==> src/rtl/fp64_trunc_s64.sv <==
module fp64_trunc_s64 (
  input  logic         clk,
  input  logic         rst_n,
  input  logic         in_valid,
  input  logic [127:0] src_vec,
  output logic         out_valid,
  output logic [127:0] dst_vec,
  output logic         frac_rounded,
  output logic         frac_inexact,
  output logic         inexact_exc,
  output logic         invalid_cvt,
  output logic         invalid_snan
);

  localparam logic [63:0] INT_MIN = 64'h8000_0000_0000_0000;
  localparam logic [10:0] BIAS    = 11'd1023;
  localparam logic [10:0] EXP_OVF = 11'd1086;

  logic        sgn;
  logic [10:0] bexp;
  logic [51:0] frac;
  logic [5:0]  shamt;
  logic [115:0] wide;
  logic [63:0] mag;
  logic        sticky;

  assign sgn    = src_vec[63];
  assign bexp   = src_vec[62:52];
  assign frac   = src_vec[51:0];
  assign shamt  = 6'(bexp - BIAS);
  assign wide   = {63'b0, 1'b1, frac} << shamt;
  assign mag    = wide[115:52];
  assign sticky = |wide[51:0];

  logic [63:0] res;
  logic        fi_n, inv_n, sn_n;

  always_comb begin
    res   = '0;
    fi_n  = 1'b0;
    inv_n = 1'b0;
    sn_n  = 1'b0;
    if (&bexp && |frac) begin
      res   = INT_MIN;
      inv_n = 1'b1;
      sn_n  = ~frac[51];
    end else if (bexp >= EXP_OVF) begin
      res   = INT_MIN;
      inv_n = !(sgn && bexp == EXP_OVF && frac == '0);
    end else if (bexp < BIAS) begin
      fi_n  = |src_vec[62:0];
    end else begin
      res   = sgn ? -mag : mag;
      fi_n  = sticky;
    end
  end

  always_ff @(posedge clk) begin
    if (!rst_n) begin
      out_valid    <= 1'b0;
      dst_vec      <= '0;
      frac_inexact <= 1'b0;
      inexact_exc  <= 1'b0;
      invalid_cvt  <= 1'b0;
      invalid_snan <= 1'b0;
    end else begin
      out_valid <= in_valid;
      if (in_valid) begin
        dst_vec      <= {64'b0, res};
        frac_inexact <= fi_n;
        inexact_exc  <= fi_n;
        invalid_cvt  <= inv_n;
        invalid_snan <= sn_n;
      end
    end
  end

  assign frac_rounded = 1'b0;

  assert_snan_is_invalid_R7: assert property (@(posedge clk) disable iff (!rst_n)
    invalid_snan |-> invalid_cvt);

  assert_invalid_saturates_R6: assert property (@(posedge clk) disable iff (!rst_n)
    invalid_cvt |-> (dst_vec[63:0] == INT_MIN && !frac_inexact));

  assert_zero_in_zero_out_R4: assert property (@(posedge clk) disable iff (!rst_n)
    (in_valid && bexp == 11'd0) |=> (dst_vec[63:0] == 64'd0 && !invalid_cvt));

  assert_positive_in_range_R2: assert property (@(posedge clk) disable iff (!rst_n)
    (in_valid && !sgn && bexp < EXP_OVF) |=> !dst_vec[63]);

  assert_hold_when_idle_R9: assert property (@(posedge clk) disable iff (!rst_n)
    !in_valid |=> (!out_valid && $stable(dst_vec) && $stable(invalid_cvt)));

  assert_upper_clear_R1: assert property (@(posedge clk) disable iff (!rst_n)
    out_valid |-> (dst_vec[127:64] == 64'd0 && !frac_rounded));

endmodule

==> config.mk <==
export PLATFORM = sky130hd
export DESIGN_NAME = fp64_trunc_s64
export DESIGN_NICKNAME = d
export VERILOG_FILES = /design/src/rtl/fp64_trunc_s64.sv
export SDC_FILE = /design/constraint.sdc
export NUM_CORES = 1
export LEC_CHECK = 0
export BUFFER_PORTS_ARGS = -buffer_cell sky130_fd_sc_hd__buf_2
export CAP_MARGIN = 20
export CORE_MARGIN = 1
export CORE_UTILIZATION = 45
export CTS_CLUSTER_DIAMETER = 80
export DETAILED_ROUTE_END_ITERATION = 6
export PLACE_DENSITY = 0.69
export SLEW_MARGIN = 0
export SYNTH_ARGS = -nofsm -noshare
export SYNTH_HDL_FRONTEND = slang
export SYNTH_SLANG_ARGS = --single-unit
==> constraint.sdc <==
create_clock -name clk -period 8.36 [get_ports clk]
set_input_delay 0.836 -clock clk [delete_from_list [all_inputs] [get_ports clk]]
set_output_delay 0.836 -clock clk [all_outputs]
set_load 0.005 [all_outputs]
Word level (Yosys, flattened, before mapping)
Cells that the tools add are included.
- register bits after elaboration: 68
- bits of input ports: 131
- output and inout port bits: 134
- logic and storage cells: 31
- add/subtract/negate cells: 2
- magnitude comparators: 2
- equal/unequal tests: 1
- shifts and indexed selects: 1
- mux-type cells: 10
- bitwise gates (word level): 1
- reduce and logical (&&, ||, !) cells: 9
- operator list (cell ; number):
    two-way mux 64 bit ; 4
    << shifter 53 x 6 -> 116 bit ; 1
    OR reduction 52 bit ; 2
    negation 64 bit ; 1
    OR reduction 63 bit ; 1
    logical NOT 52 bit ; 1
    equality test 11 bit (second input constant) ; 1
    >= comparator 11 bit (second input constant) ; 1
    less-than comparator 11 x 10 -> 1 bit (second input constant) ; 1
    AND reduction 11 bit ; 1
    two-way mux 1 bit ; 6
    subtractor 6 bit (second input constant) ; 1
    logical AND 1 bit ; 3
    logical NOT 1 bit ; 1
    NOT 1 bit ; 1

Depth between registers and ports, before layout
Gate-level depths: netlist of run 1.
- depth after elaboration: 7
- depth in mapped cells: 30

Worst setup path after synthesis of run 1
OpenSTA, ideal clock, no wires.
- path type: input to register
- start point: in src_vec[52]
- end point: reg dst_vec[60]
- arrival time: 6.024 ns
- path slack: 2.214 ns
- stages on the path: 29
- cell sequence: buf_6 buf_6 buf_6 buf_6 buf_4 buf_2 inv_1 ha_1 buf_2 inv_1 buf_4 buf_2 buf_4 buf_2 buf_4 mux4_2 nor2_1 nor4_1 or2_2 ha_1 o31ai_1 a211oi_1 a22oi_1 or3b_1 buf_2 nand4b_4 buf_6 o31ai_1 a221o_1
- cells in the longest elaborated chain, start to end: 7
- elaborated cells between the ends (all ways): 11
- RTL lines (what ; RTL line ; RTL):
    from (decl) ; 5 ; input logic [127:0] src_vec,
    subtractor 6 bit ; 30 ; assign shamt = 6'(bexp - BIAS);
    << shifter 53 x 6 -> 116 bit ; 31 ; assign wide = {63'b0, 1'b1, frac} << shamt;
    negation 64 bit ; 53 ; res = sgn ? -mag : mag;
    two-way mux 64 bit ; 53 ;
    two-way mux 64 bit ; 50 ; end else if (bexp < BIAS) begin
    two-way mux 64 bit ; 47 ; end else if (bexp >= EXP_OVF) begin
    two-way mux 64 bit * ; 43 ; if (&bexp && |frac) begin
    to (signal assigned) ; 69 ; dst_vec <= {64'b0, res};
    to (decl) ; 7 ; output logic [127:0] dst_vec,
Mark *: on every way between the ends. The rest lies on a longest branch, timed or not.
A chain may end at the register's enable or synchronous reset.

Worst setup path after layout of run 1
- start point: in src_vec[52]
- end point: reg dst_vec[54]
Same word-level chain as after synthesis.

==> insert_results.sql, run 1 <==
INSERT INTO impl_metrics (metric_group, metric, value, unit) VALUES
('outcome', 'run_status', 'completed', ''),
('die', 'height_of_the_chip', '154', 'microns'),
('timing', 'rsz0062_at_grt', 'no', ''),
('drt', 'detail_route.wirelength', '41.7', 'mm'),
('finish', 'final_cells', '1684', ''),
('worst_setup_path', 'cp_max_fo', '26', ''),
('timing', 'skew', '0', 'ps'),
('cts', 'clock_sinks', '68', ''),
('die', 'floorplan.die.width', '154', 'microns'),
('synthesis', 'synth_seq_cells', '68', ''),
('cts', 'cts-root-buf', 'sky130_fd_sc_hd__clkbuf_16', ''),
('synthesis', 'post_synth_num_cell_types', '95', ''),
('cts', 'clk_path_buf_depth', '2', ''),
('die', 'core', '0.0226', 'sq mm'),
('die', 'top_level_ports', '265', ''),
('timing', 'slew_headroom', '17.3', '%'),
('run', 'maxCapViolations', '0', ''),
('worst_setup_path', 'slowest_delay', '780', 'ps'),
('synthesis', 'ys.flop_type', 'sky130_fd_sc_hd__dfxtp_1', ''),
('synthesis', 'syn_inst', '1324', ''),
('min_path', 'min-delay-start', 'dst_vec[50]', ''),
('drt', 'post_drt_wl_per_cell', '24.8', 'microns'),
('worst_setup_path', 'cp_data_required_time', '8580', 'ps'),
('die', 'die_area', '0.0237', 'sq mm'),
('global_routing', 'grt_max_degree', '80', ''),
('timing', 'finalSetupTns', '0', 'ps'),
('cts', 'clkSlewWorstSetupHoldPaths', '50', 'ps'),
('drt', 'dr.first_iter.drc_count', '1243', ''),
('finish', 'num-nets-final', '1530', ''),
('global_routing', 'grt_pass1_vias', '10300', ''),
('placement', 'dpl_cell_area', '0.0109', 'sq mm'),
('pwr', 'static-leakage-power', '4.49', 'nW'),
('synthesis', 'synth_enable_flop_cells', '0', ''),
('cts', 'cts_tree', 'built', ''),
('die', 'floorplan.initialDensity', '45.8', '%'),
('cts', 'postCtsSetupBuffers', '0', ''),
('global_routing', 'grt_antenna_before_repair', '1', ''),
('synthesis', 'synth_area_per_cell', '7.83', 'sq um'),
('cts', 'post_cts_hold_buffer_count', '0', ''),
('synthesis', 'synthesis.area', '0.0104', 'sq mm'),
('worst_setup_path', 'crit_end_category', 'register', ''),
('global_routing', 'track_usage', '34.8', '%'),
('drt', 'vias_per_cell', '6.71', ''),
('synthesis', 'async_flop_share', '0', '%'),
('synthesis', 'ys_seq_area_share', '13.1', '%'),
('cts', 'post_cts.resized_instances', '0', ''),
('timing', 'worst-slew-pin-transition', '1240', 'ps'),
('synthesis', 'yosys_warnings', '0', ''),
('finish', 'post-route-cell-area', '0.0112', 'sq mm'),
('placement', 'placement.io_buffers', '135', ''),
('cts', 'clkLatencyLatePin', '350', 'ps'),
('global_routing', 'wire_length_of_the_first_global_routing_pass', '63.1', 'mm'),
('drt', 'vias', '11300', ''),
('finish', 'n_antenna_cell', '0', ''),
('finish', 'area_growth_syn_to_layout', '7.64', '%'),
('pwr', 'worst_ir_drop_vdd', '0.0000870', 'V'),
('placement', 'dp_hpwl', '31.9', 'mm'),
('finish', 'drive_gt1_share', '21.0', '%'),
('cts', 'cts-htree-levels', '3', ''),
('timing', 'timing.fmax', '155', 'MHz'),
('worst_setup_path', 'cp-start-kind', 'input pin', ''),
('worst_setup_path', 'path_common_cell', 'sky130_fd_sc_hd__ha_1', ''),
('die', 'placement_rows', '55', ''),
('placement', 'gpl.final_weighted_congestion', '0.997', ''),
('worst_setup_path', 'critical_path.cell_chain', 'buf_4, ha_1, xor2_4, mux4_2, o22ai_1, nor4_1, or2_2, ha_1, o31ai_1, a211oi_1, a22oi_1, or3b_1, nand4b_4, o41ai_2, xor2_1, o21ai_1', ''),
('drt', 'drtAntennaViolNets', '0', ''),
('global_routing', 'gr-total-overflow', '0', ''),
('timing', 'hold_violations', '0', ''),
('timing', 'slew_violations', '0', ''),
('worst_setup_path', 'worst-setup-path-type', 'in2reg', ''),
('min_path', 'hold_path.class', 'reg2reg', ''),
('worst_setup_path', 'setup.worst_path.start', 'src_vec[52]', ''),
('worst_setup_path', 'arrival', '6670', 'ps'),
('timing', 'layout_min_cycle_time', '6450', 'ps'),
('placement', 'placedCellCount', '1667', ''),
('worst_setup_path', 'timing.rr.start', 'dst_vec[63]', ''),
('drt', 'drc', '0', ''),
('timing', 'finalSetupViolCount', '0', ''),
('timing', 'min_period_over_period', '77.2', '%'),
('worst_setup_path', 'timing.critical_path.slowest_stage_cell', 'sky130_fd_sc_hd__nor4_1', ''),
('drt', 'detail_route.first_pass.iterations', '6', ''),
('cts', 'cts-buffers-inserted', '9', ''),
('pwr', 'power-per-cell-area', '149', 'mW/mm^2');
## through the flow
step | util (%) | worst slack [ps] | power (mW) | hold slack, ps
global placement | 48.0 | 1720 | 1.24 | 430
detailed placement | 48.0 | 1680 | 1.25 | 435
CTS | 49.3 | 2030 | 1.63 | 444
global route | 49.3 | 1690 | 1.73 | 463
finish | 49.3 | 1910 | 1.66 | 437
floorplan | - | 2210 | 0.987 | 442
## placed cells by master (no fill, tap or decap), types with 20 or more instances in the layout
cell type / count
sky130_fd_sc_hd__a21oi_1: 27
sky130_fd_sc_hd__buf_2: 134
sky130_fd_sc_hd__buf_4: 29
sky130_fd_sc_hd__conb_1: 65
sky130_fd_sc_hd__dfxtp_1: 68
sky130_fd_sc_hd__mux2_2: 37
sky130_fd_sc_hd__mux2i_1: 92
sky130_fd_sc_hd__mux4_2: 35
sky130_fd_sc_hd__nand2_1: 132
sky130_fd_sc_hd__nand3_1: 59
sky130_fd_sc_hd__nand4_1: 25
sky130_fd_sc_hd__nor2_1: 73
sky130_fd_sc_hd__nor3_1: 54
sky130_fd_sc_hd__nor4_1: 28
sky130_fd_sc_hd__o21ai_0: 68
sky130_fd_sc_hd__o21ai_1: 33
sky130_fd_sc_hd__o22ai_1: 23
sky130_fd_sc_hd__o31ai_1: 25
sky130_fd_sc_hd__xnor2_1: 35
sky130_fd_sc_hd__xor2_1: 20
## layer usage
metal / track usage [%] / wire, microns / up-vias
met2: 54.4 / 18600 / 642
met1: 46.4 / 17800 / 5425
met5: 0 / 9 / -
met4: 16.9 / 1990 / 2
li1: - / - / 5100
met3: 5.78 / 3410 / 133
## report_power, final
part           internal [mW]  leakage [nW]  total [mW]  switching, mW
Sequential             0.338         0.552       0.344        0.00625
Clock                  0.231         0.142       0.380          0.149
Combinational          0.319          3.79       0.934          0.615
## critical path, delay by kind of cell
family | cells | cell delay (ps)
XOR/XNOR | 2 | 970
adder cells (fa/ha/maj) | 2 | 920
buffers and inverters | 1 | 320
multiplexers | 1 | 510
AND/OR/NAND/NOR | 4 | 1970
AO/OA/AOI/OAI | 6 | 1100
## synthesized netlist by cell type, types with 8 or more instances
library cell | instances | share of area [%]
sky130_fd_sc_hd__buf_6 | 13 | 1.4
sky130_fd_sc_hd__nor2b_1 | 13 | 0.78
sky130_fd_sc_hd__nand3_1 | 59 | 2.8
sky130_fd_sc_hd__dfxtp_1 | 68 | 13
sky130_fd_sc_hd__o21ai_0 | 68 | 3.3
sky130_fd_sc_hd__inv_1 | 16 | 0.58
sky130_fd_sc_hd__buf_4 | 74 | 5.4
sky130_fd_sc_hd__xor2_1 | 22 | 1.9
sky130_fd_sc_hd__nand4_1 | 25 | 1.5
sky130_fd_sc_hd__nand2b_1 | 8 | 0.48
sky130_fd_sc_hd__o22ai_1 | 23 | 1.4
sky130_fd_sc_hd__o21ai_1 | 33 | 1.6
sky130_fd_sc_hd__and2_1 | 17 | 1.0
sky130_fd_sc_hd__nor4_1 | 28 | 1.7
sky130_fd_sc_hd__a211o_1 | 8 | 0.68
sky130_fd_sc_hd__a221oi_1 | 8 | 0.68
sky130_fd_sc_hd__xnor2_1 | 35 | 3.0
sky130_fd_sc_hd__mux2_2 | 37 | 4.0
sky130_fd_sc_hd__mux4_2 | 35 | 7.6
sky130_fd_sc_hd__o211ai_1 | 16 | 1.2
sky130_fd_sc_hd__nor2_1 | 74 | 2.7
sky130_fd_sc_hd__clkbuf_1 | 42 | 1.5
sky130_fd_sc_hd__nor3_1 | 54 | 2.6
sky130_fd_sc_hd__a22oi_1 | 17 | 1.2
sky130_fd_sc_hd__or3_1 | 13 | 0.78
sky130_fd_sc_hd__buf_2 | 31 | 1.5
sky130_fd_sc_hd__mux2i_1 | 92 | 8.9
sky130_fd_sc_hd__a211oi_1 | 13 | 0.94
sky130_fd_sc_hd__a22o_1 | 15 | 1.3
sky130_fd_sc_hd__nand2_1 | 132 | 4.8
sky130_fd_sc_hd__a221o_1 | 9 | 0.87
sky130_fd_sc_hd__a31oi_1 | 13 | 0.78
sky130_fd_sc_hd__o31ai_1 | 25 | 1.8
sky130_fd_sc_hd__a21oi_1 | 27 | 1.3
sky130_fd_sc_hd__o32ai_1 | 11 | 0.93
## kinds of logic (layout without fill, tap and decap cells)
kind of cell | Yosys count | after routing | share of synthesized area (%)
multiplexers | 175 | 175 | 21.9
AO/OA/AOI/OAI | 345 | 345 | 23.7
XOR/XNOR | 60 | 60 | 5.28
other | 1 | 65 | 0.0362
buffers and inverters | 186 | 197 | 11.0
adder cells (fa/ha/maj) | 5 | 5 | 0.603
flip-flops | 68 | 68 | 13.1
AND/OR/NAND/NOR | 484 | 484 | 24.4
## flip-flops by register name (all words and copies together) (netlist names)
signal,cells
invalid_snan,1
dst_vec,64
invalid_cvt,1
out_valid,1
inexact_exc,1
## cell type report
type / count / area, sq um
sequential: 68 / 1360
clock buffer: 10 / 229
timing repair buffer: 164 / 900
clock inverter: 6 / 65.1
fill: 2300 / 11500
multi-input combinational: 1134 / 8190
tap: 285 / 357
inverter: 17 / 63.8
## worst paths after layout
check        slack (ps)  cells past startpoint          end
min                 440                      2  dst_vec[50]
max reg2reg        7290                      2  dst_vec[63]
max                1910                     16  dst_vec[54]
min reg2reg         440                      2  dst_vec[50]
No activity file was read; power rests on OpenSTA's default activity.
==> run 2: changes to the inputs <==
--- a/config.mk
+++ b/config.mk
@@ -11,7 +11,7 @@
 export CORE_UTILIZATION = 45
 export CTS_CLUSTER_DIAMETER = 80
 export DETAILED_ROUTE_END_ITERATION = 6
-export PLACE_DENSITY = 0.69
+export PLACE_DENSITY = 0.72
 export SLEW_MARGIN = 0
 export SYNTH_ARGS = -nofsm -noshare
 export SYNTH_HDL_FRONTEND = slang
==> constraint.sdc (replaced) <==
create_clock -name clk -period 5.5 [get_ports clk]
set_input_delay 0.55 -clock clk [delete_from_list [all_inputs] [get_ports clk]]
set_output_delay 0.55 -clock clk [all_outputs]
set_load 0.005 [all_outputs]
==> insert_results.sql, run 2 (same netlist as run 1, synthesis figures left out) <==
INSERT INTO impl_metrics (metric_group, metric, value, unit) VALUES
('global_routing', 'gr-total-overflow', '0', ''),
('die', 'height_of_the_chip', '154', 'microns'),
('finish', 'max_flop_register', 'dst_vec', ''),
('worst_setup_path', 'crit_path_end', 'dst_vec[57]', ''),
('global_routing', 'wire_length_of_the_first_global_routing_pass', '67.5', 'mm'),
('pwr', 'static-leakage-power', '5.07', 'nW'),
('min_path', 'hold_path.class', 'reg2reg', ''),
('worst_setup_path', 'worst-setup-path-type', 'in2reg', ''),
('finish', 'largest_reg_flops', '64', ''),
('timing', 'hold_violations', '0', ''),
('cts', 'cts-root-buf', 'sky130_fd_sc_hd__clkbuf_16', ''),
('timing', 'hold-worst-slack', '438', 'ps'),
('cts', 'cts_tree', 'built', ''),
('timing', 'slew_headroom', '31.2', '%'),
('timing', 'timing.fmax', '195', 'MHz'),
('drt', 'post_drt_wl_per_cell', '24.9', 'microns'),
('cts', 'cts-buffers-inserted', '9', ''),
('pwr', 'pwr-share-comb', '58.0', '%'),
('placement', 'gpl.final_weighted_congestion', '1.07', ''),
('global_routing', 'gr-usage-met3', '5.27', '%'),
('die', 'floorplan.die.width', '154', 'microns'),
('worst_setup_path', 'crit_end_category', 'register', ''),
('run', 'maxCapViolations', '0', ''),
('pwr', 'total_power', '2.74', 'mW'),
('die', 'die_area', '0.0237', 'sq mm'),
('timing', 'rsz0062_at_grt', 'no', ''),
('worst_setup_path', 'cp-start-kind', 'input pin', ''),
('pwr', 'switchingPower', '1.21', 'mW'),
('cts', 'post_cts_hold_buffer_count', '0', ''),
('die', 'floorplan.initialDensity', '45.8', '%'),
('cts', 'clock_sinks', '68', ''),
('worst_setup_path', 'setup.worst_path.start', 'src_vec[52]', ''),
('global_routing', 'grt_max_degree', '57', ''),
('cts', 'clkSlewWorstSetupHoldPaths', '50', 'ps'),
('placement', 'dp_hpwl', '35.6', 'mm'),
('cts', 'post_cts.resized_instances', '0', ''),
('finish', 'register_area', '0.00136', 'sq mm'),
('pwr', 'p_sw_share', '44.2', '%'),
('worst_setup_path', 'arrival', '5320', 'ps'),
('timing', 'min_period_over_period', '93.0', '%'),
('worst_setup_path', 'rr_endpoint', 'dst_vec[63]', ''),
('die', 'placement_rows', '55', ''),
('outcome', 'run_status', 'completed', ''),
('worst_setup_path', 'cp_max_fo', '31', ''),
('die', 'top_level_ports', '265', ''),
('drt', 'detail_route.wirelength', '44.7', 'mm'),
('timing', 'skew', '0', 'ps'),
('timing', 'layout_min_cycle_time', '5120', 'ps'),
('pwr', 'clock_power_share', '22.8', '%'),
('finish', 'drive_gt1_share', '27.1', '%'),
('pwr', 'power-per-cell-area', '226', 'mW/mm^2'),
('global_routing', 'grt_antenna_before_repair', '0', ''),
('worst_setup_path', 'worst_reg2reg_path_depth', '2', ''),
('drt', 'vias_per_cell', '6.49', ''),
('placement', 'placement.io_buffers', '135', ''),
('pwr', 'internal_power_consumption', '1.53', 'mW'),
('worst_setup_path', 'cp_data_required_time', '5710', 'ps'),
('pwr', 'proportion_of_power_drawn_by_flip_flops_and_latches', '19.1', '%'),
('global_routing', 'track_usage', '37.6', '%'),
('global_routing', 'grt_pass1_vias', '10800', ''),
('global_routing', 'globalRouteMet2Util', '60.4', '%'),
('cts', 'cts-htree-levels', '3', ''),
('cts', 'clk_path_buf_depth', '2', ''),
('drt', 'dr.first_iter.drc_count', '1391', ''),
('finish', 'num-nets-final', '1645', ''),
('cts', 'postCtsSetupBuffers', '0', ''),
('finish', 'area_growth_syn_to_layout', '16.6', '%'),
('timing', 'slew_violations', '0', ''),
('timing', 'finalSetupViolCount', '0', ''),
('finish', 'most_common_cell_after_layout_fill_and_taps_aside', 'sky130_fd_sc_hd__buf_4', ''),
('finish', 'area_of_combinational_cells_with_multiple_inputs', '0.00819', 'sq mm'),
('timing', 'finalSetupTns', '0', 'ps'),
('finish', 'filler_cell_count', '2219', ''),
('global_routing', 'met1_usage', '49.5', '%'),
('global_routing', 'gr-max-usage-layer', 'met2', ''),
('finish', 'final_cell_mix', 'sky130_fd_sc_hd__buf_4 (141), sky130_fd_sc_hd__buf_2 (134), sky130_fd_sc_hd__nand2_1 (132), sky130_fd_sc_hd__mux2i_1 (92), sky130_fd_sc_hd__nor2_1 (73)', ''),
('timing', 'worst-slew-pin-transition', '1030', 'ps'),
('drt', 'vias', '11700', ''),
('drt', 'detail_route.first_pass.iterations', '7', ''),
('pwr', 'worst_ir_drop_vdd', '0.000136', 'V'),
('worst_setup_path', 'timing.rr.start', 'dst_vec[63]', ''),
('drt', 'drc', '0', ''),
('cts', 'clkLatencyLatePin', '340', 'ps'),
('drt', 'drtAntennaViolNets', '0', ''),
('finish', 'n_antenna_cell', '0', ''),
('worst_setup_path', 'worst-r2r-setup-slack', '4460', 'ps'),
('die', 'core', '0.0226', 'sq mm');
## run 2: how the worst min path moves through the flow
stage	to	slack, ps	depth (start not counted)	from
6_report	dst_vec[37]	440	2	dst_vec[37]
2_1_floorplan	dst_vec[41]	440	2	dst_vec[41]
3_3_place_gp	dst_vec[31]	430	2	dst_vec[31]
3_5_place_dp	dst_vec[37]	440	2	dst_vec[37]
4_1_cts	dst_vec[37]	440	2	dst_vec[37]
5_1_grt	dst_vec[41]	460	2	dst_vec[41]
## run 2: per-layer routing
metal / wire length, microns / vias up
met5: 0 / -
met4: 2130 / 0
met3: 3600 / 113
met2: 20100 / 671
met1: 18900 / 5556
li1: - / 5336
## run 2: layout make-up
class | count | area share, %
multi-input cells | 1134 | 67.7
repair buffers | 279 | 15.0
flip-flops and latches | 68 | 11.3
well taps | 285 | 2.95
clock buffers | 12 | 2.04
clock inverters | 4 | 0.600
inverters | 17 | 0.528
## run 2: critical path, cell delays in order
cell,delay (ps)
sky130_fd_sc_hd__buf_4,190
sky130_fd_sc_hd__buf_4,400
sky130_fd_sc_hd__buf_4,430
sky130_fd_sc_hd__mux2i_1,410
sky130_fd_sc_hd__mux2i_1,130
sky130_fd_sc_hd__mux2i_1,300
sky130_fd_sc_hd__o32ai_1,210
sky130_fd_sc_hd__or4_1,760
sky130_fd_sc_hd__or4b_1,640
sky130_fd_sc_hd__nor2_4,300
sky130_fd_sc_hd__nand3_2,200
sky130_fd_sc_hd__nor4_1,330
sky130_fd_sc_hd__buf_4,170
sky130_fd_sc_hd__mux2i_1,200
sky130_fd_sc_hd__o21ai_1,80
## run 2: through the flow
| step | std cells | instance area (sq um) | util [%] | setup WS, ps |
|---|---|---|---|---|
| 6_report | 1799 | 12100 | 53.4 | 384 |
| 5_1_grt | 1799 | 12100 | 53.4 | 64.8 |
| 4_1_cts | 1799 | 12100 | 53.4 | 481 |
| 3_5_place_dp | 1783 | 11800 | 52.0 | 173 |
| 3_3_place_gp | 1783 | 11800 | 52.0 | 228 |
| 2_1_floorplan | 1388 | 10600 | - | 13.3 |
## run 2: power by group through the flow
stage	Sequential, mW	Combinational (mW)	Clock, mW
finish	0.523	1.59	0.625
global route	0.526	1.67	0.650
CTS	0.523	1.54	0.633
detailed placement	0.534	1.53	0
global placement	0.533	1.53	0
floorplan	0.536	0.968	0
==> run 3: changes to the inputs <==
--- a/config.mk
+++ b/config.mk
@@ -16,3 +16,4 @@
 export SYNTH_ARGS = -nofsm -noshare
 export SYNTH_HDL_FRONTEND = slang
 export SYNTH_SLANG_ARGS = --single-unit
+export TNS_END_PERCENT = 10
==> constraint.sdc (replaced) <==
create_clock -name clk -period 5.5 [get_ports clk]
set_input_delay 1.1 -clock clk [delete_from_list [all_inputs] [get_ports clk]]
set_output_delay 1.1 -clock clk [all_outputs]
set_load 0.005 [all_outputs]
==> insert_results.sql, run 3 (same netlist as run 1, synthesis figures left out) <==
INSERT INTO impl_metrics (metric_group, metric, value, unit) VALUES
('drt', 'detail_route.first_pass.iterations', '7', ''),
('cts', 'postCtsSetupBuffers', '0', ''),
('finish', 'num-nets-final', '1745', ''),
('global_routing', 'grt_pass1_vias', '11200', ''),
('finish', 'area_growth_syn_to_layout', '25.1', '%'),
('cts', 'post_cts.resized_instances', '0', ''),
('drt', 'detail_route.wirelength', '46.3', 'mm'),
('placement', 'placedCellCount', '1882', ''),
('timing', 'timing.fmax', '188', 'MHz'),
('worst_setup_path', 'path_common_cell', 'sky130_fd_sc_hd__buf_4', ''),
('timing', 'rsz0062_at_grt', 'no', ''),
('drt', 'post_drt_wl_per_cell', '24.4', 'microns'),
('die', 'height_of_the_chip', '154', 'microns'),
('finish', 'final_cells', '1899', ''),
('timing', 'finalSetupTns', '0', 'ps'),
('cts', 'cts_tree', 'built', ''),
('global_routing', 'grt_max_degree', '57', ''),
('die', 'floorplan.die.width', '154', 'microns'),
('timing', 'worst-slew-pin-transition', '1000', 'ps'),
('drt', 'drtAntennaViolNets', '0', ''),
('finish', 'max_flop_register', 'dst_vec', ''),
('cts', 'clk_path_buf_depth', '2', ''),
('worst_setup_path', 'critical_path.cell_chain', 'buf_4, buf_12, buf_4, mux2i_1, nand3_1, and4_1, o21ai_0, buf_4, o2111a_1, or4b_4, nor4_4, nand4_4, buf_4, o21ai_0, xor2_1, o21ai_0', ''),
('drt', 'vias_per_cell', '6.36', ''),
('drt', 'dr.first_iter.drc_count', '1189', ''),
('outcome', 'violated_checks', 'design-rule violations', ''),
('worst_setup_path', 'critical_path.n_buffers_inverters', '5', ''),
('worst_setup_path', 'crit_end_category', 'register', ''),
('global_routing', 'wire_length_of_the_first_global_routing_pass', '69.7', 'mm'),
('timing', 'hold_violations', '0', ''),
('die', 'floorplan.initialDensity', '45.8', '%'),
('worst_setup_path', 'slowest_delay', '520', 'ps'),
('timing', 'finalSetupViolCount', '0', ''),
('finish', 'most_common_cell_after_layout_fill_and_taps_aside', 'sky130_fd_sc_hd__buf_4', ''),
('die', 'core', '0.0226', 'sq mm'),
('placement', 'gpl.final_weighted_congestion', '1.04', ''),
('cts', 'cts-root-buf', 'sky130_fd_sc_hd__clkbuf_16', ''),
('pwr', 'power-per-cell-area', '218', 'mW/mm^2'),
('die', 'placement_rows', '55', ''),
('pwr', 'worst_ir_drop_vdd', '0.000145', 'V'),
('placement', 'place_worst_setup_slack', '1.04', 'ps'),
('pwr', 'static-leakage-power', '5.58', 'nW'),
('die', 'top_level_ports', '265', ''),
('drt', 'drc', '2', ''),
('die', 'die_area', '0.0237', 'sq mm'),
('finish', 'drive_gt1_share', '32.0', '%'),
('global_routing', 'track_usage', '38.9', '%'),
('timing', 'skew', '0', 'ps'),
('placement', 'dpl_cell_area', '0.0127', 'sq mm'),
('cts', 'clkLatencyLatePin', '350', 'ps'),
('run', 'maxCapViolations', '0', ''),
('finish', 'utilization', '57.3', '%'),
('finish', 'largest_reg_flops', '64', ''),
('global_routing', 'grt_antenna_before_repair', '0', ''),
('cts', 'clock_sinks', '68', ''),
('worst_setup_path', 'cpLargestDelayFamily', 'simple AND/OR/NAND/NOR gates', ''),
('timing', 'slew_headroom', '33.3', '%'),
('cts', 'clkSlewWorstSetupHoldPaths', '60', 'ps'),
('min_path', 'hold_path.class', 'reg2reg', ''),
('worst_setup_path', 'worst-setup-path-type', 'in2reg', ''),
('drt', 'vias', '12100', ''),
('cts', 'cts-buffers-inserted', '9', ''),
('placement', 'dp_hpwl', '37.6', 'mm'),
('pwr', 'total_power', '2.83', 'mW'),
('global_routing', 'gr-total-overflow', '0', ''),
('worst_setup_path', 'timing.critical_path.slowest_stage_cell', 'sky130_fd_sc_hd__or4b_4', ''),
('timing', 'final_critical_path_setup_slack', '182', 'ps'),
('finish', 'final_cell_mix', 'sky130_fd_sc_hd__buf_4 (233), sky130_fd_sc_hd__buf_2 (134), sky130_fd_sc_hd__nand2_1 (132), sky130_fd_sc_hd__mux2i_1 (92), sky130_fd_sc_hd__nor2_1 (72)', ''),
('outcome', 'run_status', 'finished, violations left', ''),
('finish', 'post-route-cell-area', '0.0130', 'sq mm'),
('worst_setup_path', 'cp_data_required_time', '5710', 'ps'),
('timing', 'hold-worst-slack', '441', 'ps'),
('timing', 'layout_min_cycle_time', '5320', 'ps'),
('timing', 'slew_violations', '0', ''),
('cts', 'post_cts_hold_buffer_count', '0', ''),
('placement', 'placement.io_buffers', '135', ''),
('cts', 'cts-htree-levels', '3', ''),
('timing', 'min_period_over_period', '96.7', '%'),
('worst_setup_path', 'cp_max_fo', '53', ''),
('finish', 'n_antenna_cell', '0', ''),
('worst_setup_path', 'arrival', '5530', 'ps'),
('worst_setup_path', 'cp-start-kind', 'input pin', '');
run 3: cell types whose count changed in the layout (fill, tap and decap cells not counted), moves of 2 or more:
cell,delta
sky130_fd_sc_hd__buf_4,+92
sky130_fd_sc_hd__buf_12,+8
sky130_fd_sc_hd__bufinv_16,-2
sky130_fd_sc_hd__clkbuf_1,-2
sky130_fd_sc_hd__clkinv_2,+2
sky130_fd_sc_hd__clkinv_4,+2
sky130_fd_sc_hd__ha_2,-2
sky130_fd_sc_hd__ha_4,+2
run 3: worst paths after layout:
kind / startpoint / to / slack [ps] / cells after the start
setup reg to reg: dst_vec[63] / dst_vec[63] / 4440 / 2
hold / removal: dst_vec[50] / dst_vec[50] / 440 / 2
setup / recovery: src_vec[52] / dst_vec[31] / 180 / 16
hold reg to reg: dst_vec[50] / dst_vec[50] / 440 / 2
run 3: tightest hold or removal path, cell delays in order, from the launching register on:
cell	delay, ps
sky130_fd_sc_hd__dfxtp_1	310
sky130_fd_sc_hd__nand2_1	50
sky130_fd_sc_hd__o21ai_1	50
run 3: layout make-up:
| type | count | area (sq um) |
|---|---|---|
| sequential | 68 | 1360 |
| tap | 285 | 357 |
| multi-input combinational | 1134 | 8250 |
| fill | 2184 | 9660 |
| clock inverter | 6 | 40.0 |
| clock buffer | 10 | 239 |
| timing repair buffer | 379 | 2660 |
| inverter | 17 | 71.3 |
run 3: metal layers:
| layer | vias to the layer above | share of wire [%] | track usage, % |
|---|---|---|---|
| met5 | - | 0 | 0 |
| met4 | 0 | 6.1 | 22.6 |
| met3 | 132 | 7.1 | 5.02 |
| met2 | 618 | 45 | 62.3 |
| met1 | 5801 | 42 | 50.1 |
| li1 | 5528 | - | - |
run 3: power breakdown:
part | internal (mW) | total, mW | switching (mW)
clock network | 0.316 | 0.549 | 0.232
logic | 0.735 | 1.76 | 1.02
registers | 0.513 | 0.523 | 0.00964
